## config.mk

```make
export PLATFORM = sky130hd
export DESIGN_NAME = fexp_lane
export DESIGN_NICKNAME = d
export VERILOG_FILES = /design/src/rtl/fexp_pkg.sv /design/src/rtl/fexp_classify.sv /design/src/rtl/fexp_lzc.sv /design/src/rtl/fexp_i2f.sv /design/src/rtl/fexp_lane.sv
export SDC_FILE = /design/constraint.sdc
export NUM_CORES = 1
export LEC_CHECK = 0
export ABC_AREA = 1
export BUFFER_PORTS_ARGS = -buffer_cell sky130_fd_sc_hd__buf_2
export CORE_MARGIN = 2
export CORE_UTILIZATION = 45
export DETAILED_ROUTE_END_ITERATION = 16
export PLACE_DENSITY = 0.75
export SETUP_SLACK_MARGIN = 0.05
export SLEW_MARGIN = 40
export SYNTH_ARGS = -nofsm -noshare
export SYNTH_HDL_FRONTEND = slang
export SYNTH_SLANG_ARGS = --single-unit
```

## constraint.sdc

```tcl
create_clock -name vclk -period 13.2
set_input_delay 2.64 -clock vclk [all_inputs]
set_output_delay 2.64 -clock vclk [all_outputs]
set_load 0.01 [all_outputs]
```

## src/rtl/fexp_pkg.sv

```systemverilog
package fexp_pkg;

  // Operand classes resolved before the result is selected
  typedef enum logic [2:0] {
    CLS_ZERO   = 3'd0,
    CLS_SUBN   = 3'd1,
    CLS_NORMAL = 3'd2,
    CLS_INF    = 3'd3,
    CLS_QNAN   = 3'd4,
    CLS_SNAN   = 3'd5
  } op_class_e;

endpackage

```

## src/rtl/fexp_classify.sv

```systemverilog
module fexp_classify
  import fexp_pkg::*;
#(
  parameter int EXP_W  = 8,
  parameter int FRAC_W = 23
) (
  input  logic [EXP_W-1:0]  exp_f,
  input  logic [FRAC_W-1:0] frac_f,
  input  logic              daz,
  output op_class_e         cls
);

  logic exp_all_ones;
  logic exp_all_zero;
  logic frac_nz;

  assign exp_all_ones = &exp_f;
  assign exp_all_zero = ~|exp_f;
  assign frac_nz      = |frac_f;

  always_comb begin
    if (exp_all_ones) begin
      if (!frac_nz)                cls = CLS_INF;
      else if (frac_f[FRAC_W-1])   cls = CLS_QNAN;
      else                         cls = CLS_SNAN;
    end else if (exp_all_zero) begin
      if (frac_nz && !daz)         cls = CLS_SUBN;
      else                         cls = CLS_ZERO;
    end else begin
      cls = CLS_NORMAL;
    end
  end

endmodule

```

## src/rtl/fexp_lzc.sv

```systemverilog
module fexp_lzc #(
  parameter int W  = 23,
  localparam int CW = $clog2(W + 1)
) (
  input  logic [W-1:0]  vec,
  output logic [CW-1:0] cnt,
  output logic          all_zero
);

  // Priority encoder: the highest set bit wins, so scan upward and let
  // later hits override earlier ones.
  always_comb begin
    cnt = CW'(W);
    for (int i = 0; i < W; i++) begin
      if (vec[i]) cnt = CW'(W - 1 - i);
    end
  end

  assign all_zero = ~|vec;

endmodule

```

## src/rtl/fexp_i2f.sv

```systemverilog
module fexp_i2f #(
  parameter int EXP_W  = 8,
  parameter int FRAC_W = 23,
  parameter int INT_W  = 10,
  localparam int WORD_W = 1 + EXP_W + FRAC_W,
  localparam int BIAS   = (1 << (EXP_W - 1)) - 1,
  localparam int CW     = $clog2(INT_W + 1)
) (
  input  logic signed [INT_W-1:0] val,
  output logic [WORD_W-1:0]       flt
);

  logic             neg;
  logic [INT_W-1:0] mag;
  logic [CW-1:0]    lz;
  logic             mag_zero;
  logic [INT_W-1:0] aligned;
  logic [EXP_W-1:0] exp_f;
  logic [FRAC_W-1:0] frac_f;

  assign neg = val[INT_W-1];
  assign mag = neg ? INT_W'(-val) : INT_W'(val);

  fexp_lzc #(.W(INT_W)) i_mag_lzc (
    .vec      (mag),
    .cnt      (lz),
    .all_zero (mag_zero)
  );

  // Shift past the leading one; what remains is the stored fraction.
  // The magnitude is narrower than the fraction, so nothing is rounded.
  assign aligned = mag << (lz + CW'(1));
  assign exp_f   = EXP_W'(BIAS + INT_W - 1) - EXP_W'(lz);

  generate
    if (FRAC_W > INT_W) begin : g_pad
      assign frac_f = {aligned, {(FRAC_W - INT_W){1'b0}}};
    end else begin : g_cut
      assign frac_f = aligned[INT_W-1 -: FRAC_W];
    end
  endgenerate

  assign flt = mag_zero ? '0 : {neg, exp_f, frac_f};

endmodule

```

## src/rtl/fexp_lane.sv

```systemverilog
module fexp_lane
  import fexp_pkg::*;
#(
  parameter int EXP_W  = 8,
  parameter int FRAC_W = 23,
  localparam int WORD_W = 1 + EXP_W + FRAC_W,
  localparam int INT_W  = EXP_W + 2,
  localparam int BIAS   = (1 << (EXP_W - 1)) - 1,
  localparam int LZ_W   = $clog2(FRAC_W + 1)
) (
  input  logic [WORD_W-1:0] op_i,
  input  logic              daz_i,
  output logic [WORD_W-1:0] res_o,
  output logic              flag_inv_o,
  output logic              flag_den_o
);

  localparam logic [WORD_W-1:0] POS_INF = {1'b0, {EXP_W{1'b1}}, {FRAC_W{1'b0}}};
  localparam logic [WORD_W-1:0] NEG_INF = {1'b1, {EXP_W{1'b1}}, {FRAC_W{1'b0}}};

  logic               op_sign;
  logic [EXP_W-1:0]   op_exp;
  logic [FRAC_W-1:0]  op_frac;
  op_class_e          cls;
  logic [LZ_W-1:0]    frac_lz;
  logic               frac_zero;
  logic signed [INT_W-1:0] int_exp;
  logic [WORD_W-1:0]  conv;

  assign op_sign = op_i[WORD_W-1];
  assign op_exp  = op_i[FRAC_W +: EXP_W];
  assign op_frac = op_i[FRAC_W-1:0];

  fexp_classify #(.EXP_W(EXP_W), .FRAC_W(FRAC_W)) i_classify (
    .exp_f  (op_exp),
    .frac_f (op_frac),
    .daz    (daz_i),
    .cls    (cls)
  );

  fexp_lzc #(.W(FRAC_W)) i_frac_lzc (
    .vec      (op_frac),
    .cnt      (frac_lz),
    .all_zero (frac_zero)
  );

  // Signed integer exponent. A subnormal with its top fraction bit set
  // sits one step below the smallest normal exponent.
  always_comb begin
    case (cls)
      CLS_NORMAL: int_exp = $signed(INT_W'(op_exp)) - $signed(INT_W'(BIAS));
      CLS_SUBN:   int_exp = -$signed(INT_W'(BIAS)) - $signed(INT_W'(frac_lz));
      default:    int_exp = '0;
    endcase
  end

  fexp_i2f #(.EXP_W(EXP_W), .FRAC_W(FRAC_W), .INT_W(INT_W)) i_i2f (
    .val (int_exp),
    .flt (conv)
  );

  always_comb begin
    case (cls)
      CLS_INF:             res_o = POS_INF;
      CLS_ZERO:            res_o = NEG_INF;
      CLS_QNAN, CLS_SNAN:  res_o = {op_sign, op_exp, 1'b1, op_frac[FRAC_W-2:0]};
      default:             res_o = conv;
    endcase
  end

  assign flag_inv_o = (cls == CLS_SNAN);
  assign flag_den_o = (cls == CLS_SUBN) && !frac_zero;

endmodule

```

==> results.py <==
metrics = {
    "timing": {
        "fin_ws_ns": 3.78,
        "final.min_clock_period_ns": 9.42,
        "max_freq_mhz": 106,
        "hold_slack_ns": 5.57,
        "slew_viol_final": 0,
        "setup_tns_ns": 0,
        "slew_headroom_pct": 53.8,
        "tightestPinTransition_ns": 0.691,
        "hold_violations": 0,
        "rsz0062_at_grt": "false",
        "setup_viol": 0,
        "min_period_over_period_pct": 71.3,
    },
    "min_path": {
        "hp-class": "input port to output pin",
    },
    "outcome": {
        "status": "completed",
    },
    "grt": {
        "antenna_found_initial": 0,
        "grt_pass1_wl_um": 7950,
        "gr-total-overflow": 0,
        "grt_pass1_vias": 2006,
        "grt.total_usage_pct": 22.1,
        "grt_max_degree": 23,
    },
    "finish": {
        "fin_cells": 444,
        "nClkBuffers": 0,
        "drive_above_1_share_pct": 29.5,
        "seq_area_um2": 0,
        "final_area_um2": 2090,
        "final_nets": 438,
        "diodes": 0,
        "seq_cells": 0,
        "area_growth_pct": 22.2,
    },
    "critical_path": {
        "endpoint": "res_o[21]",
        "crit_slowest_cell": "ha_1",
        "arrival_ns": 6.78,
        "crit_family": "simple AND/OR/NAND/NOR gates",
        "worstPathMaxFanout": 12,
        "crit_cells": 44,
        "cp-end-kind": "output pin",
        "crit_top_cell": "nand2_1",
        "cpPeakStageDelay_ns": 0.42,
        "cp-startpoint": "op_i[1]",
        "crit_buf_inv": 7,
        "worst_ep_required_time_ns": 10.56,
        "path_class": "input port to output pin",
        "critPathLaunchType": "input port",
    },
    "placed_design": {
        "routabilityCongestion": 0.904,
        "dp_slack_ns": 3.82,
        "place_area_um2": 2090,
        "hpwl_um": 4080,
        "place_inst": 444,
        "port_buffers": 67,
    },
    "routing": {
        "via_per_inst": 4.88,
        "routedWlPerCell_um": 10.5,
        "dr.pass1.iters": 4,
        "antenna_left": 0,
        "drt_iter0_drc": 134,
        "vias": 2165,
        "drc": 0,
        "drt-total-wl_um": 4640,
    },
    "floorplan": {
        "row_count": 22,
        "start_util_pct": 46.7,
        "dieArea_um2": 4310,
        "ios": 67,
        "die_w_um": 65.7,
        "die_h_um": 65.7,
        "core_area_um2": 3660,
    },
    "logic_synthesis": {
        "syn_inst": 333,
        "synth-seq-area-share_pct": 0,
        "ys.warnings.count": 0,
        "synth_area_per_cell_um2": 5.14,
        "synth_area_um2": 1710,
        "synth_cell_types": 37,
        "synth_nets": 373,
    },
    "clock_tree": {
        "postCtsHoldBufs": 0,
        "post_cts_resized": 0,
        "cts_setup_buffers": 0,
    },
    "flow_run": {
        "maxCapViolCount": 0,
    },
    "pwr": {
        "power.density_nw_per_um2": 56.9,
        "vdd_drop_max_uv": 19.6,
        "p_leak_uw": 0.00122,
    },
}
## Yosys cell counts, drive strengths merged
| cell type | n | area share, % |
|---|---|---|
| ha | 7 | 5.1 |
| o211ai | 2 | 0.88 |
| xor2 | 5 | 3.7 |
| or2 | 1 | 0.37 |
| nor3 | 5 | 2.3 |
| clkinv | 1 | 0.22 |
| nand3 | 42 | 13 |
| o21bai | 1 | 0.44 |
| o22ai | 1 | 0.37 |
| o21ai | 21 | 6.4 |
| a32o | 1 | 0.59 |
| o31ai | 2 | 0.88 |
| clkbuf | 4 | 0.88 |
| nand3b | 4 | 1.8 |
| nor2 | 44 | 14 |
| a31oi | 3 | 2.0 |
| nand4 | 2 | 0.73 |
| o221ai | 1 | 0.51 |
| nor4 | 1 | 1.2 |
| xnor2 | 2 | 1.0 |
| nand2 | 114 | 27 |
| and3 | 1 | 0.37 |
| a21oi | 4 | 1.4 |
| inv | 64 | 14 |
## cell families (layout without fill, tap and decap cells)
group | after synthesis | in the layout | share of synthesized area, %
buffers and inverters | 69 | 132 | 15.3
adders and majority gates | 7 | 7 | 5.12
xor gates and xnor gates | 7 | 7 | 4.68
and+or+nand+nor | 214 | 214 | 61.5
AOI/OAI and AO/OA | 36 | 36 | 13.4
## stage by stage
step	total power, uW	util (%)
finish	119	57.1
global route	134	57.1
CTS	119	57.1
detailed placement	118	57.1
global placement	117	57.1
floorplan	83.4	-
## report_power, final
group	leakage, uW	total [uW]	internal, uW	switching, uW
sequential	0	0	0	0
combinational	0.00122	119	44.0	75.0
clock	0	0	0	0
total	0.00122	119	44.0	75.0
## placed cells by master (no fill, tap or decap), types with 7 or more instances in the layout
cell type  instances
nor2_2             8
inv_2             12
nand3_1           38
o21ai_1            8
buf_2             67
o21ai_0           12
nor2_4             7
nor2_1            29
inv_1             51
nand2_2            7
ha_1               7
nand2_1          104
## cell type report
| cell class | instances | area, um^2 |
|---|---|---|
| Inverter | 65 | 246 |
| Timing Repair Buffer | 67 | 335 |
| Fill cell | 413 | 1570 |
| Tap cell | 48 | 60.1 |
| Multi-Input combinational cell | 264 | 1450 |
## per-layer routing
metal / vias to the layer above / routed length (um) / global-route usage, %
met3: 2 / 212 / 1.37
met5: - / 0 / 0
met4: 0 / 14 / 1.04
li1: 1172 / - / -
met2: 56 / 2350 / 44.2
met1: 935 / 2060 / 26.4
## worst min path at each step
| stage | startpoint | endpoint | slack (ns) | cells after the start |
|---|---|---|---|---|
| after floorplan | daz_i | flag_den_o | 5.32 | 1 |
| after global placement | daz_i | flag_den_o | 5.57 | 3 |
| after detailed placement | daz_i | flag_den_o | 5.57 | 3 |
| after CTS | daz_i | flag_den_o | 5.57 | 3 |
| after global routing | daz_i | flag_den_o | 5.59 | 3 |
| final | daz_i | flag_den_o | 5.57 | 3 |
No activity file was read; power rests on OpenSTA's default activity.
